File: config.mk
export PLATFORM = sky130hd
export DESIGN_NAME = rx_fault_guard
export DESIGN_NICKNAME = d
export VERILOG_FILES = /design/src/rtl/rxg_pkg.sv /design/src/rtl/rxg_classify.sv /design/src/rtl/rxg_sticky.sv /design/src/rtl/rxg_hold.sv /design/src/rtl/rx_fault_guard.sv
export SDC_FILE = /design/constraint.sdc
export NUM_CORES = 1
export LEC_CHECK = 0
export ABC_AREA = 1
export BUFFER_PORTS_ARGS = -buffer_cell sky130_fd_sc_hd__buf_4
export CAP_MARGIN = 0
export CORE_MARGIN = 1.5
export CORE_UTILIZATION = 47
export CTS_CLUSTER_DIAMETER = 100
export DETAILED_ROUTE_END_ITERATION = 16
export PLACE_DENSITY = 0.75
export SETUP_SLACK_MARGIN = 0.3
export SKIP_CTS_REPAIR_TIMING = 1
export SYNTH_ARGS = -nofsm -noshare
export SYNTH_HDL_FRONTEND = slang
export SYNTH_HIERARCHICAL = 1
export SYNTH_SLANG_ARGS = --single-unit
File: constraint.sdc
create_clock -name clk -period 0.98 [get_ports clk]
set_input_delay 0.049 -clock clk [delete_from_list [all_inputs] [get_ports clk]]
set_output_delay 0.049 -clock clk [all_outputs]
set_load 0.005 [all_outputs]
File: src/rtl/rxg_pkg.sv
package rxg_pkg;
  localparam int NFLAG   = 5;
  localparam int FL_PAR  = 0;
  localparam int FL_BIP  = 1;
  localparam int FL_CONF = 2;
  localparam int FL_VAL  = 3;
  localparam int FL_UNL  = 4;

  typedef enum logic [1:0] {
    POL_REPEAT = 2'b00,
    POL_MUTE   = 2'b01,
    POL_PASS   = 2'b10,
    POL_PASS_X = 2'b11
  } policy_e;
endpackage

File: src/rtl/rxg_classify.sv
module rxg_classify
  import rxg_pkg::*;
(
  input  logic             unlock,
  input  logic             invalid,
  input  logic             biphase,
  input  logic             parity,
  input  logic [NFLAG-1:0] mask,
  output logic [NFLAG-1:0] hit,
  output logic             hit_any
);
  logic [NFLAG-1:0] raw;

  always_comb begin
    raw          = '0;
    raw[FL_PAR]  = parity;
    raw[FL_BIP]  = biphase;
    raw[FL_CONF] = biphase | unlock;
    raw[FL_VAL]  = invalid;
    raw[FL_UNL]  = unlock;
    hit          = raw & mask;
    hit_any      = |hit;
  end
endmodule

File: src/rtl/rxg_sticky.sv
module rxg_sticky
  import rxg_pkg::*;
(
  input  logic             clk,
  input  logic             rst_n,
  input  logic             set_en,
  input  logic [NFLAG-1:0] set_vec,
  input  logic             rd_clr,
  output logic [NFLAG-1:0] flags,
  output logic             pulse,
  output logic             irq
);
  genvar i;
  generate
    for (i = 0; i < NFLAG; i++) begin : g_bit
      always_ff @(posedge clk) begin
        if (!rst_n) flags[i] <= 1'b0;
        else if (rd_clr || (set_en && set_vec[i])) flags[i] <= set_en && set_vec[i];
      end
    end
  endgenerate

  always_ff @(posedge clk) begin
    if (!rst_n) pulse <= 1'b0;
    else        pulse <= set_en && (|set_vec);
  end

  assign irq = |flags;

  assert_sticky_hold_R3: assert property (@(posedge clk) disable iff (!rst_n)
    !rd_clr |=> ((flags & $past(flags)) == $past(flags)));

  assert_pulse_irq_R11: assert property (@(posedge clk) disable iff (!rst_n)
    pulse |-> irq);
endmodule

File: src/rtl/rxg_hold.sv
module rxg_hold
  import rxg_pkg::*;
#(
  parameter int SAMPLE_W = 24
) (
  input  logic                clk,
  input  logic                rst_n,
  input  logic                s_valid,
  output logic                s_ready,
  input  logic [SAMPLE_W-1:0] s_data,
  input  logic                hit_any,
  input  logic [1:0]          mode,
  output logic                m_valid,
  input  logic                m_ready,
  output logic [SAMPLE_W-1:0] m_data
);
  logic [SAMPLE_W-1:0] last_q;
  logic [SAMPLE_W-1:0] next_data;
  logic                accept;

  assign s_ready = !m_valid || m_ready;
  assign accept  = s_valid && s_ready;

  always_comb begin
    next_data = s_data;
    if (hit_any) begin
      case (policy_e'(mode))
        POL_REPEAT: next_data = last_q;
        POL_MUTE:   next_data = '0;
        default:    next_data = s_data;
      endcase
    end
  end

  always_ff @(posedge clk) begin
    if (!rst_n) begin
      m_valid <= 1'b0;
      m_data  <= '0;
      last_q  <= '0;
    end else if (accept) begin
      m_valid <= 1'b1;
      m_data  <= next_data;
      if (!hit_any) last_q <= s_data;
    end else if (m_ready) begin
      m_valid <= 1'b0;
    end
  end

  assert_stall_stable_R12: assert property (@(posedge clk) disable iff (!rst_n)
    (m_valid && !m_ready) |=> (m_valid && $stable(m_data)));

  assert_clean_pass_R5: assert property (@(posedge clk) disable iff (!rst_n)
    (accept && !hit_any) |=> (m_data == $past(s_data)));
endmodule

File: src/rtl/rx_fault_guard.sv
module rx_fault_guard
  import rxg_pkg::*;
#(
  parameter int SAMPLE_W = 24
) (
  input  logic                clk,
  input  logic                rst_n,
  input  logic                s_valid,
  output logic                s_ready,
  input  logic [SAMPLE_W-1:0] s_data,
  input  logic                s_unlock,
  input  logic                s_invalid,
  input  logic                s_biphase,
  input  logic                s_parity,
  input  logic [4:0]          err_mask,
  input  logic [1:0]          hold_mode,
  input  logic                err_rd,
  output logic [4:0]          err_flags,
  output logic                err_pulse,
  output logic                err_irq,
  output logic                m_valid,
  input  logic                m_ready,
  output logic [SAMPLE_W-1:0] m_data
);
  logic [NFLAG-1:0] hit;
  logic             hit_any;
  logic             accept;

  assign accept = s_valid && s_ready;

  rxg_classify u_cls (
    .unlock  (s_unlock),
    .invalid (s_invalid),
    .biphase (s_biphase),
    .parity  (s_parity),
    .mask    (err_mask),
    .hit     (hit),
    .hit_any (hit_any)
  );

  rxg_sticky u_log (
    .clk     (clk),
    .rst_n   (rst_n),
    .set_en  (accept),
    .set_vec (hit),
    .rd_clr  (err_rd),
    .flags   (err_flags),
    .pulse   (err_pulse),
    .irq     (err_irq)
  );

  rxg_hold #(.SAMPLE_W(SAMPLE_W)) u_hold (
    .clk     (clk),
    .rst_n   (rst_n),
    .s_valid (s_valid),
    .s_ready (s_ready),
    .s_data  (s_data),
    .hit_any (hit_any),
    .mode    (hold_mode),
    .m_valid (m_valid),
    .m_ready (m_ready),
    .m_data  (m_data)
  );

  assert_pulse_with_sample_R4: assert property (@(posedge clk) disable iff (!rst_n)
    err_pulse |-> m_valid);

  assert_masked_conf_R2: assert property (@(posedge clk) disable iff (!rst_n)
    (accept && !err_rd && err_mask[FL_CONF] && (s_biphase || s_unlock)) |=> err_flags[FL_CONF]);
endmodule

==> results of run 1 <==
[layer usage]
| layer | global-route usage | vias up | share of wire |
|---|---|---|---|
| met4 | 0.0500 | 0 | 0.010 |
| li1 | - | 1497 | - |
| met3 | 0.0400 | 6 | 0.061 |
| met1 | 0.240 | 1174 | 0.42 |
| met2 | 0.362 | 72 | 0.51 |
| met5 | 0 | - | 0 |
[flip-flops by register name, summed over array words and instances (netlist names)]
name,cells
u_log/flags,5
u_hold/last_q,24
u_log/pulse,1
u_hold/m_valid,1
u_hold/m_data,24
[final cells by class]
class | count | area (um2)
clock buffer | 8 | 100
fill | 480 | 1740
inverter | 65 | 246
multi-input combinational | 324 | 1340
sequential | 55 | 1140
tap | 72 | 90.1
timing repair buffer | 96 | 951
[cells in the final DEF (no fill, tap or decap), drive strengths merged]
cell	count
nand3	6
inv	65
dfxtp	55
dlygate4sd3	7
a21boi	1
nor3	1
o21ai	2
a21oi	1
buf	88
nand2	189
clkbuf	9
o22ai	1
nor2	123
[where the power goes]
| group | leakage [uW] | internal (uW) | switching (uW) |
|---|---|---|---|
| Combinational | 0.00158 | 573 | 545 |
| Sequential | 0.000462 | 2400 | 100 |
| Clock | 0.0000515 | 647 | 703 |
| Total | 0.00209 | 3620 | 1350 |
[kinds of logic (layout without fill, tap and decap cells)]
logic type / count (synthesis) / in the layout / synth area share
buffers and inverters: 86 / 169 / 0.138
and+or+nand+nor: 319 / 319 / 0.449
DFF: 55 / 55 / 0.397
AOI/OAI and AO/OA: 5 / 5 / 0.0158
[per-stage QoR]
stage	setup TNS, ns	hold WS [ns]	cell area, um2
after detailed placement	-4.93	0.289	3440
after global placement	-4.63	0.282	3440
after CTS	-3.41	-0.0287	3540
after global routing	-6.38	-0.0231	3870
after floorplan	-0.317	0.177	2790
final	-2.53	-0.0207	3870
[worst max-delay path, delay by kind of cell, from the launching register on]
family,cells,cell delay (ns)
buffers and inverters,1,0.14
DFF,1,0.34
and+or+nand+nor,2,0.31
[path summary, 6_finish.rpt]
kind                  startpoint                end  slack (ns)  cells past startpoint
hold reg to reg   u_log/flags[3]     u_log/flags[3]        0.50                      2
hold / removal        s_data[19]  u_hold/last_q[19]       -0.02                      3
setup reg to reg  u_hold/m_valid   u_hold/last_q[6]       -0.12                      6
setup / recovery  u_log/flags[2]            err_irq       -0.16                      3
==> metrics.txt, run 1 <==
critical path cell sequence=nor3_2 > nand3_1 > buf_4; Clock Path Buffers=2; dpl cells=600; Antenna Cells=0; final hold vios=11; synth cell count leaders=185 x nand2_1, 113 x nor2_1, 62 x inv_1; Area contributors post-synth=dfxtp_1 40%, nand2_1 25%, nor2_1 15%, inv_1 8.4%, nor2_2 2.3%; fin worst setup slack=-0.159 ns; Worst Path Max Fanout=2; DIE WIDTH=approximately 80 um; clock sink count=55; number of flops mapped to enable cells by yosys=0; Num CTS Buffers=5; Peak supply drop=between 0.0006 and 0.0007 V; RSZ-0062 raised after global routing=yes; Starting Density=0.495; GRT Total Usage=0.200; DR iter-0 viols=177; Final Skew=between 0.005 and 0.006 ns; Mapped Cells=~470; Area Growth Syn to Fin=39.3%; max_cap viols=0; Reg clk slew, reported paths=0.09 ns; Nets=587; syn nets=505; Tightest Hold Check Type=input pin to flip-flop; routed len/inst=10.7 um; Crit. End Element=primary output; failing checks=hold timing, setup timing; cell taking the most area after synthesis=dfxtp_1; outcome=finished, violations left; Worst EP arrival=1.09 ns; standard-cell rows=27; count of cell types in the netlist=20; Slew HR=0.861; DRC=0; syn_area_per_cell=between 5 and 6 um2; Yosys reg bits=55; post-synthesis sequential area ratio=0.397; pwr/cell area=1290 nW/um2; endpoints failing setup=55; GPL Wtd Cong=0.746; vias in the first global route=2329; clock insertion delay at the later pin of the skew report=around 0.30 ns; CP startpoint kind=flip-flop; YS warnings=6; Leak=0.00209 uW; share of layout cells above drive strength 1=0.286; Min Hold Slack=-0.0207 ns; largest net degree at the start of global routing=49; vias=roughly 2.7k; final antenna-violating net count=0; first-pass GRT wire length=just over 10000 um; total gr overflow=0; top-area cell type share of the netlist area=0.397; Slew Limit Fails=0; final HPWL from detailed placement=roughly 4000 um; CP required=roughly 0.93 ns; CTS tree=done; Finished Layout Cells=620; Post-synth ARST share=0; synthesized cell area=2780 um2; slowest stage delay, CP=0.34 ns; fin crit share=1.16; final worst path period need=1.14 ns; root buffer cell=clkbuf_8; IO Count=73; final core occ=0.689; DIE HEIGHT=79.8 um; Main synth FF type=dfxtp_1; core region area=5610 um2; kind of critical path=flip-flop to primary output; die area=6370 um2; drt total wl=6660 um; total power=4970 uW; top-count cell post-synth=nand2_1; antenna violations before repair=0; Avg Vias per Cell=4.43; Setup WS pre-CTS=-0.146 ns; TritonRoute pass-1 iters=4; Worst path slowest cell=dfxtp_2; htree depth=2; Max Freq=approximately 900 MHz; Port Buffers=72; Worst-Margin Slew=0.209 ns
Note: power is estimated with default switching activity, not from simulation.
==> run 2: changes to the inputs <==
--- a/config.mk
+++ b/config.mk
@@ -12,7 +12,7 @@
 export CORE_UTILIZATION = 47
 export CTS_CLUSTER_DIAMETER = 100
 export DETAILED_ROUTE_END_ITERATION = 16
-export PLACE_DENSITY = 0.75
+export PLACE_DENSITY_LB_ADDON = 0.05
 export SETUP_SLACK_MARGIN = 0.3
 export SKIP_CTS_REPAIR_TIMING = 1
 export SYNTH_ARGS = -nofsm -noshare
==> run 2 against run 1 <==
  * The run still ends with hold timing, setup timing left
  * Hold slack lost 0.0070 ns
  * Power rose by 1.2%
  * Clock skew is 0.00097 ns lower
  * Largest cell class unchanged
  * Via count up 4.9%
  * Critical path depth is 3 higher
==> metrics.txt, run 2 (same netlist as run 1, synthesis figures left out) <==
Final Skew=0.00462 ns (was 0.00559 ns); worst reg2reg path depth=6 (unchanged); Slew Limit Fails=0 (unchanged); final HPWL from detailed placement=4150 um (was 4090 um); critical path cell sequence=nand2_4 > nand3_4 > buf_12 > nand2_2 > nand2_1 > nor2_1 (was nor3_2 > nand3_1 > buf_4); Crit. End Element=flip-flop (was primary output); endpoints failing setup=53 (was 55); total gr overflow=0 (unchanged); Num CTS Buffers=5 (unchanged); largest net degree at the start of global routing=29 (was 49); GRT Total Usage=0.196 (was 0.200); Clock Path Buffers=2 (unchanged); DIE HEIGHT=79.8 um (unchanged); Finished Layout Cells=635 (was 620); standard-cell rows=27 (unchanged); Port Buffers=72 (unchanged); reg2reg setup slack=-0.14 ns (was -0.12 ns); clock sink count=55 (unchanged); htree depth=2 (unchanged); worst r2r dst=u_hold/last_q[4] (was u_hold/last_q[6]); fill count=460 (was 480); Area Growth Syn to Fin=49.1% (was 39.3%); Tightest Hold Check Type=input pin to flip-flop (unchanged); Logic pwr share=0.250 (was 0.225); CP startpoint=u_hold/m_valid (was u_log/flags[2]); die area=6370 um2 (unchanged); Seq pwr share=0.496 (was 0.503); pwr/cell area=1220 nW/um2 (was 1290 nW/um2); Leak=0.00218 uW (was 0.00209 uW); final worst path period need=1.12 ns (was 1.14 ns); max_cap viols=0 (unchanged); RSZ-0062 raised after global routing=yes (unchanged); drt total wl=7070 um (was 6660 um); DRC=0 (unchanged); CP required=1.23 ns (was 0.93 ns); core region area=5610 um2 (unchanged); failing checks=hold timing, setup timing (unchanged); TritonRoute pass-1 iters=4 (unchanged); hold depth=3 (unchanged); vias in the first global route=2347 (was 2329); IO Count=73 (unchanged); Reg clk slew, reported paths=0.10 ns (was 0.09 ns); DIE WIDTH=79.8 um (unchanged); Worst-Margin Slew=0.319 ns (was 0.209 ns); Peak supply drop=0.000817 V (was 0.000649 V); hold path start=s_data[11] (was s_data[19]); Min Hold Slack=-0.0277 ns (was -0.0207 ns); fin crit share=1.14 (was 1.16); switching power=1420 uW (was 1350 uW); Max Freq=894 MHz (was 878 MHz); clock insertion delay at the later pin of the skew report=0.31 ns (was 0.30 ns); GPL Wtd Cong=0.796 (was 0.746); P_int=3610 uW (was 3620 uW); Worst Path Max Fanout=7 (was 2); Net Sw Frac=0.282 (was 0.271); dpl cells=602 (was 600); Avg Vias per Cell=4.54 (was 4.43); routed len/inst=11.1 um (was 10.7 um); final hold vios=5 (was 11); Nets=603 (was 587); leading cell type in the layout, fill and taps excluded=nand2_1 (unchanged); antenna violations before repair=0 (unchanged); kind of critical path=flip-flop to flip-flop (was flip-flop to primary output); outcome=finished, violations left (unchanged); Worst path slowest cell=dfxtp_4 (was dfxtp_2); WHS Endpoint=u_hold/last_q[11] (was u_hold/last_q[19]); first-pass GRT wire length=9940 um (was 10100 um); commonest non-fill, non-tap cells in the layout=162 x nand2_1, 109 x nor2_1, 61 x inv_1, 45 x buf_4, 38 x buf_6 (was 182 x nand2_1, 108 x nor2_1, 62 x inv_1, 51 x buf_4, 30 x buf_6); CP startpoint kind=flip-flop (unchanged); share of layout cells above drive strength 1=0.321 (was 0.286); slowest stage delay, CP=0.38 ns (was 0.34 ns); Worst EP arrival=1.36 ns (was 1.09 ns); final antenna-violating net count=0 (unchanged); Slew HR=0.787 (was 0.861); vias=2885 (was 2749); root buffer cell=clkbuf_8 (unchanged); DR iter-0 viols=158 (was 177); Multi-input gate area=1410 um2 (was 1340 um2); Setup WS pre-CTS=-0.173 ns (was -0.146 ns); fin worst setup slack=-0.138 ns (was -0.159 ns); Clock power frac=0.255 (was 0.272); register area=1150 um2 (was 1140 um2); top flop regs=u_hold/last_q x24, u_hold/m_data x24, u_log/flags x5 (unchanged); Starting Density=0.495 (unchanged); Antenna Cells=0 (unchanged); Reg-to-Reg Start=u_hold/m_valid (unchanged); CTS tree=done (unchanged)
-- run 2: changes by cell type in the layout (fill, tap and decap cells not counted), moves of 2 or more --
cell / delta
nand2_1: -20
nand2_2: +16
dlygate4sd3_1: +12
buf_6: +8
buf_4: -6
nand2_4: +4
dfxtp_2: -2
dfxtp_4: +2
-- run 2: per-stage QoR --
step	power, uW	hold WS (ns)	TNS [ns]	area, um2	util
floorplan	3070	0.177	-0.317	2790	-
global placement	3510	0.281	-5.42	3470	0.618
detailed placement	3530	0.289	-6.29	3470	0.618
CTS	4800	-0.0344	-2.01	3550	0.634
global route	5300	-0.0144	-7.06	4140	0.738
finish	5030	-0.0277	-3.81	4140	0.738
-- run 2: area by class of cell --
| cell class | instances | share of cell area |
|---|---|---|
| clock buffer | 6 | 0.0200 |
| clock inverter | 1 | 0.00121 |
| inverter | 65 | 0.0596 |
| multi-input combinational | 324 | 0.340 |
| sequential | 55 | 0.277 |
| tap | 72 | 0.0218 |
| timing repair buffer | 112 | 0.281 |
-- run 2: metal layers --
layer  share of wire  up-vias  routed length [um]  global-route usage
met2            0.51       83                3640               0.357
met4           0.012        0                  83              0.0552
met1            0.42     1267                2980               0.232
met5               0        -                   0                   0
met3           0.052        8                 368              0.0389
li1                -     1527                   -                   -
-- run 2: worst max-delay path by stage --
stage | end | slack (ns) | depth (start not counted)
4_1_cts | err_irq | -0.19 | 3
3_5_place_dp | u_hold/m_data[15] | -0.17 | 10
2_1_floorplan | u_hold/m_data[0] | -0.01 | 6
3_3_place_gp | u_hold/m_data[15] | -0.14 | 10
6_report | u_hold/last_q[4] | -0.14 | 6
5_1_grt | u_hold/last_q[6] | -0.21 | 6
-- run 2: power by group through the flow --
| stage | Clock, uW | Combinational (uW) | Sequential, uW |
|---|---|---|---|
| global route | 1390 | 1400 | 2510 |
| finish | 1280 | 1250 | 2490 |
| detailed placement | 0 | 1010 | 2510 |
| global placement | 0 | 997 | 2510 |
| floorplan | 0 | 560 | 2510 |
| CTS | 1320 | 1020 | 2460 |
-- run 2: worst max-delay path: cells and delay by family, from the launching register on --
family,cells,cell delay [ns]
AND/OR/NAND/NOR,5,0.48
flip-flops,1,0.38
buffers and inverters,1,0.20
==> run 3: changes to the inputs <==
--- a/config.mk
+++ b/config.mk
@@ -9,12 +9,13 @@
 export BUFFER_PORTS_ARGS = -buffer_cell sky130_fd_sc_hd__buf_4
 export CAP_MARGIN = 0
 export CORE_MARGIN = 1.5
-export CORE_UTILIZATION = 47
+export CORE_UTILIZATION = 53
 export CTS_CLUSTER_DIAMETER = 100
 export DETAILED_ROUTE_END_ITERATION = 16
 export PLACE_DENSITY_LB_ADDON = 0.05
 export SETUP_SLACK_MARGIN = 0.3
 export SKIP_CTS_REPAIR_TIMING = 1
+export SKIP_LAST_GASP = 1
 export SYNTH_ARGS = -nofsm -noshare
 export SYNTH_HDL_FRONTEND = slang
 export SYNTH_HIERARCHICAL = 1
==> constraint.sdc (replaced) <==
create_clock -name clk -period 1.11 [get_ports clk]
set_input_delay 0.0555 -clock clk [delete_from_list [all_inputs] [get_ports clk]]
set_output_delay 0.0555 -clock clk [all_outputs]
set_load 0.005 [all_outputs]
==> run 3 against run 2 <==
  * The flow finishes with violations (hold timing)
  * Sequential power decreased by 11%
  * Clock power grew 22%
  * Worst setup slack gained 0.14 ns
  * Register-to-register slack improved by 0.16 ns
  * Critical path type is now flip-flop to primary output
==> metrics.txt, run 3 (same netlist as run 1, synthesis figures left out) <==
final antenna-violating net count=0 (unchanged); Antenna Cells=0 (unchanged); fin worst setup slack=0.00393 ns (was -0.138 ns); CP startpoint kind=flip-flop (unchanged); total power=4830 uW (was 5030 uW); Crit. End Element=primary output (was flip-flop); leading cell type in the layout, fill and taps excluded=nand2_1 (unchanged); clock insertion delay at the later pin of the skew report=0.31 ns (about the same); outcome=finished, violations left (unchanged); clock sink count=55 (unchanged); Area after DPL=3460 um2 (was 3470 um2); switching power=1250 uW (was 1420 uW); routed len/inst=10.7 um (was 11.1 um); Max Freq=904 MHz; top flop regs=u_hold/last_q x24, u_hold/m_data x24, u_log/flags x5 (unchanged); GRT Total Usage=0.223 (was 0.196); core region area=5070 um2 (was 5610 um2); standard-cell rows=26 (was 27); root buffer cell=clkbuf_8 (unchanged); antenna violations before repair=0 (unchanged); CP required=1.05 ns (was 1.23 ns); DIE WIDTH=75.4 um (was 79.8 um); kind of critical path=flip-flop to primary output (was flip-flop to flip-flop); final HPWL from detailed placement=4070 um (was 4150 um); fin crit share=0.996; endpoints failing setup=0 (was 53); Worst-Margin Slew=0.346 ns (was 0.319 ns); pwr/cell area=1180 nW/um2 (was 1220 nW/um2); GPL Wtd Cong=0.771 (was 0.796); TritonRoute pass-1 iters=4 (unchanged); failing checks=hold timing (was hold timing, setup timing); max_cap viols=0 (unchanged); Port Buffers=72 (unchanged); Avg Vias per Cell=4.52 (was 4.54); IO Count=73 (unchanged); DR iter-0 viols=122 (was 158); final hold vios=1 (was 5); Seq pwr share=0.457 (was 0.496); first-pass GRT wire length=9830 um (was 9940 um); Slew Limit Fails=0 (unchanged); vias=2857 (was 2885); DRC=0 (unchanged); share of layout cells above drive strength 1=0.286 (was 0.321); Logic pwr share=0.221 (was 0.250); Clock Path Buffers=2 (unchanged); hold path start=s_data[22] (was s_data[11]); Final Cell Area=4080 um2 (was 4140 um2); Net Sw Frac=0.258 (was 0.282); Starting Density=0.547 (was 0.495); Peak supply drop=0.000749 V (was 0.000817 V); die area=5680 um2 (was 6370 um2); htree depth=2 (unchanged); Reg clk slew, reported paths=0.09 ns (was 0.10 ns); commonest non-fill, non-tap cells in the layout=177 x nand2_1, 113 x nor2_1, 61 x inv_1, 50 x buf_4, 32 x buf_6 (was 162 x nand2_1, 109 x nor2_1, 61 x inv_1, 45 x buf_4, 38 x buf_6); vias in the first global route=2379 (was 2347); Slew HR=0.769 (was 0.787); Min Hold Slack=-0.0178 ns (was -0.0277 ns); CTS tree=done (unchanged); Leak=0.00218 uW (about the same); Worst Path Max Fanout=3 (was 7); Num CTS Buffers=5 (unchanged); Area Growth Syn to Fin=46.9% (was 49.1%); P_int=3580 uW (was 3610 uW); drt total wl=6780 um (was 7070 um); total gr overflow=0 (unchanged); Worst EP arrival=1.05 ns (was 1.36 ns); fill count=407 (was 460); Setup WS pre-CTS=-0.0431 ns (was -0.173 ns); RSZ-0062 raised after global routing=yes (unchanged); Clock power frac=0.322 (was 0.255); Final TNS setup=0 ns (was -3.81 ns); largest net degree at the start of global routing=31 (was 29); Reg-to-Reg Start=u_hold/m_valid (unchanged); final worst path period need=1.11 ns; CP startpoint=u_log/flags[0] (was u_hold/m_valid); Final Skew=0.00543 ns (was 0.00462 ns); Tightest Hold Check Type=input pin to flip-flop (unchanged); DIE HEIGHT=75.4 um (was 79.8 um); Nets=601 (was 603)
==> run 3: cell count changes in the layout (fill, tap and decap cells not counted), moves of 2 or more <==
cell / delta
dfxtp_2: +3
nand2_4: -2
buf_6: -6
bufinv_16: +2
dfxtp_4: -2
buf_4: +5
nand2_2: -13
nor2_1: +4
nand2_1: +15
nor2_2: -4
==> run 3: final cells by class <==
class	count	area, um2	area share
clock buffers	6	72.6	0.0178
clock inverters	2	60.1	0.0147
inverters	65	244	0.0599
multi-input cells	324	1340	0.330
flip-flops and latches	55	1140	0.280
well taps	70	87.6	0.0215
repair buffers	110	1130	0.276
==> run 3: power by group through the flow <==
| stage | sequential, uW | combinational (uW) | clock (uW) |
|---|---|---|---|
| 3_5_place_dp | 2220 | 897 | 0 |
| 4_1_cts | 2170 | 901 | 1580 |
| 5_1_grt | 2220 | 1190 | 1680 |
| 6_report | 2210 | 1070 | 1560 |
| 3_3_place_gp | 2210 | 879 | 0 |
| 2_1_floorplan | 2220 | 494 | 0 |
==> run 3: final timing paths <==
kind	end	slack [ns]	cells after the start
min	u_hold/last_q[22]	-0.02	3
max reg2reg	u_hold/last_q[3]	0.02	6
max	err_irq	0.004	3
min reg2reg	u_log/flags[1]	0.49	2
==> run 3: stage by stage <==
step	hold WS, ns	util	std cells
final	-0.0178	0.803	632
after global routing	-0.00360	0.803	632
after CTS	-0.0383	0.708	606
after detailed placement	0.293	0.682	598
after global placement	0.286	0.682	598
after floorplan	0.184	-	465
==> run 3: per-layer routing <==
layer,part of all wire,vias up,global-route usage
li1,-,1517,-
met1,0.41,1260,0.240
met2,0.52,72,0.427
met3,0.058,8,0.0542
met4,0.012,0,0.0714
met5,0,-,0
==> run 3: worst max-delay path, stage by stage, from the launching register on <==
cell,delay [ns]
dfxtp_2,0.34
nor3_2,0.17
nand3_1,0.09
buf_4,0.14
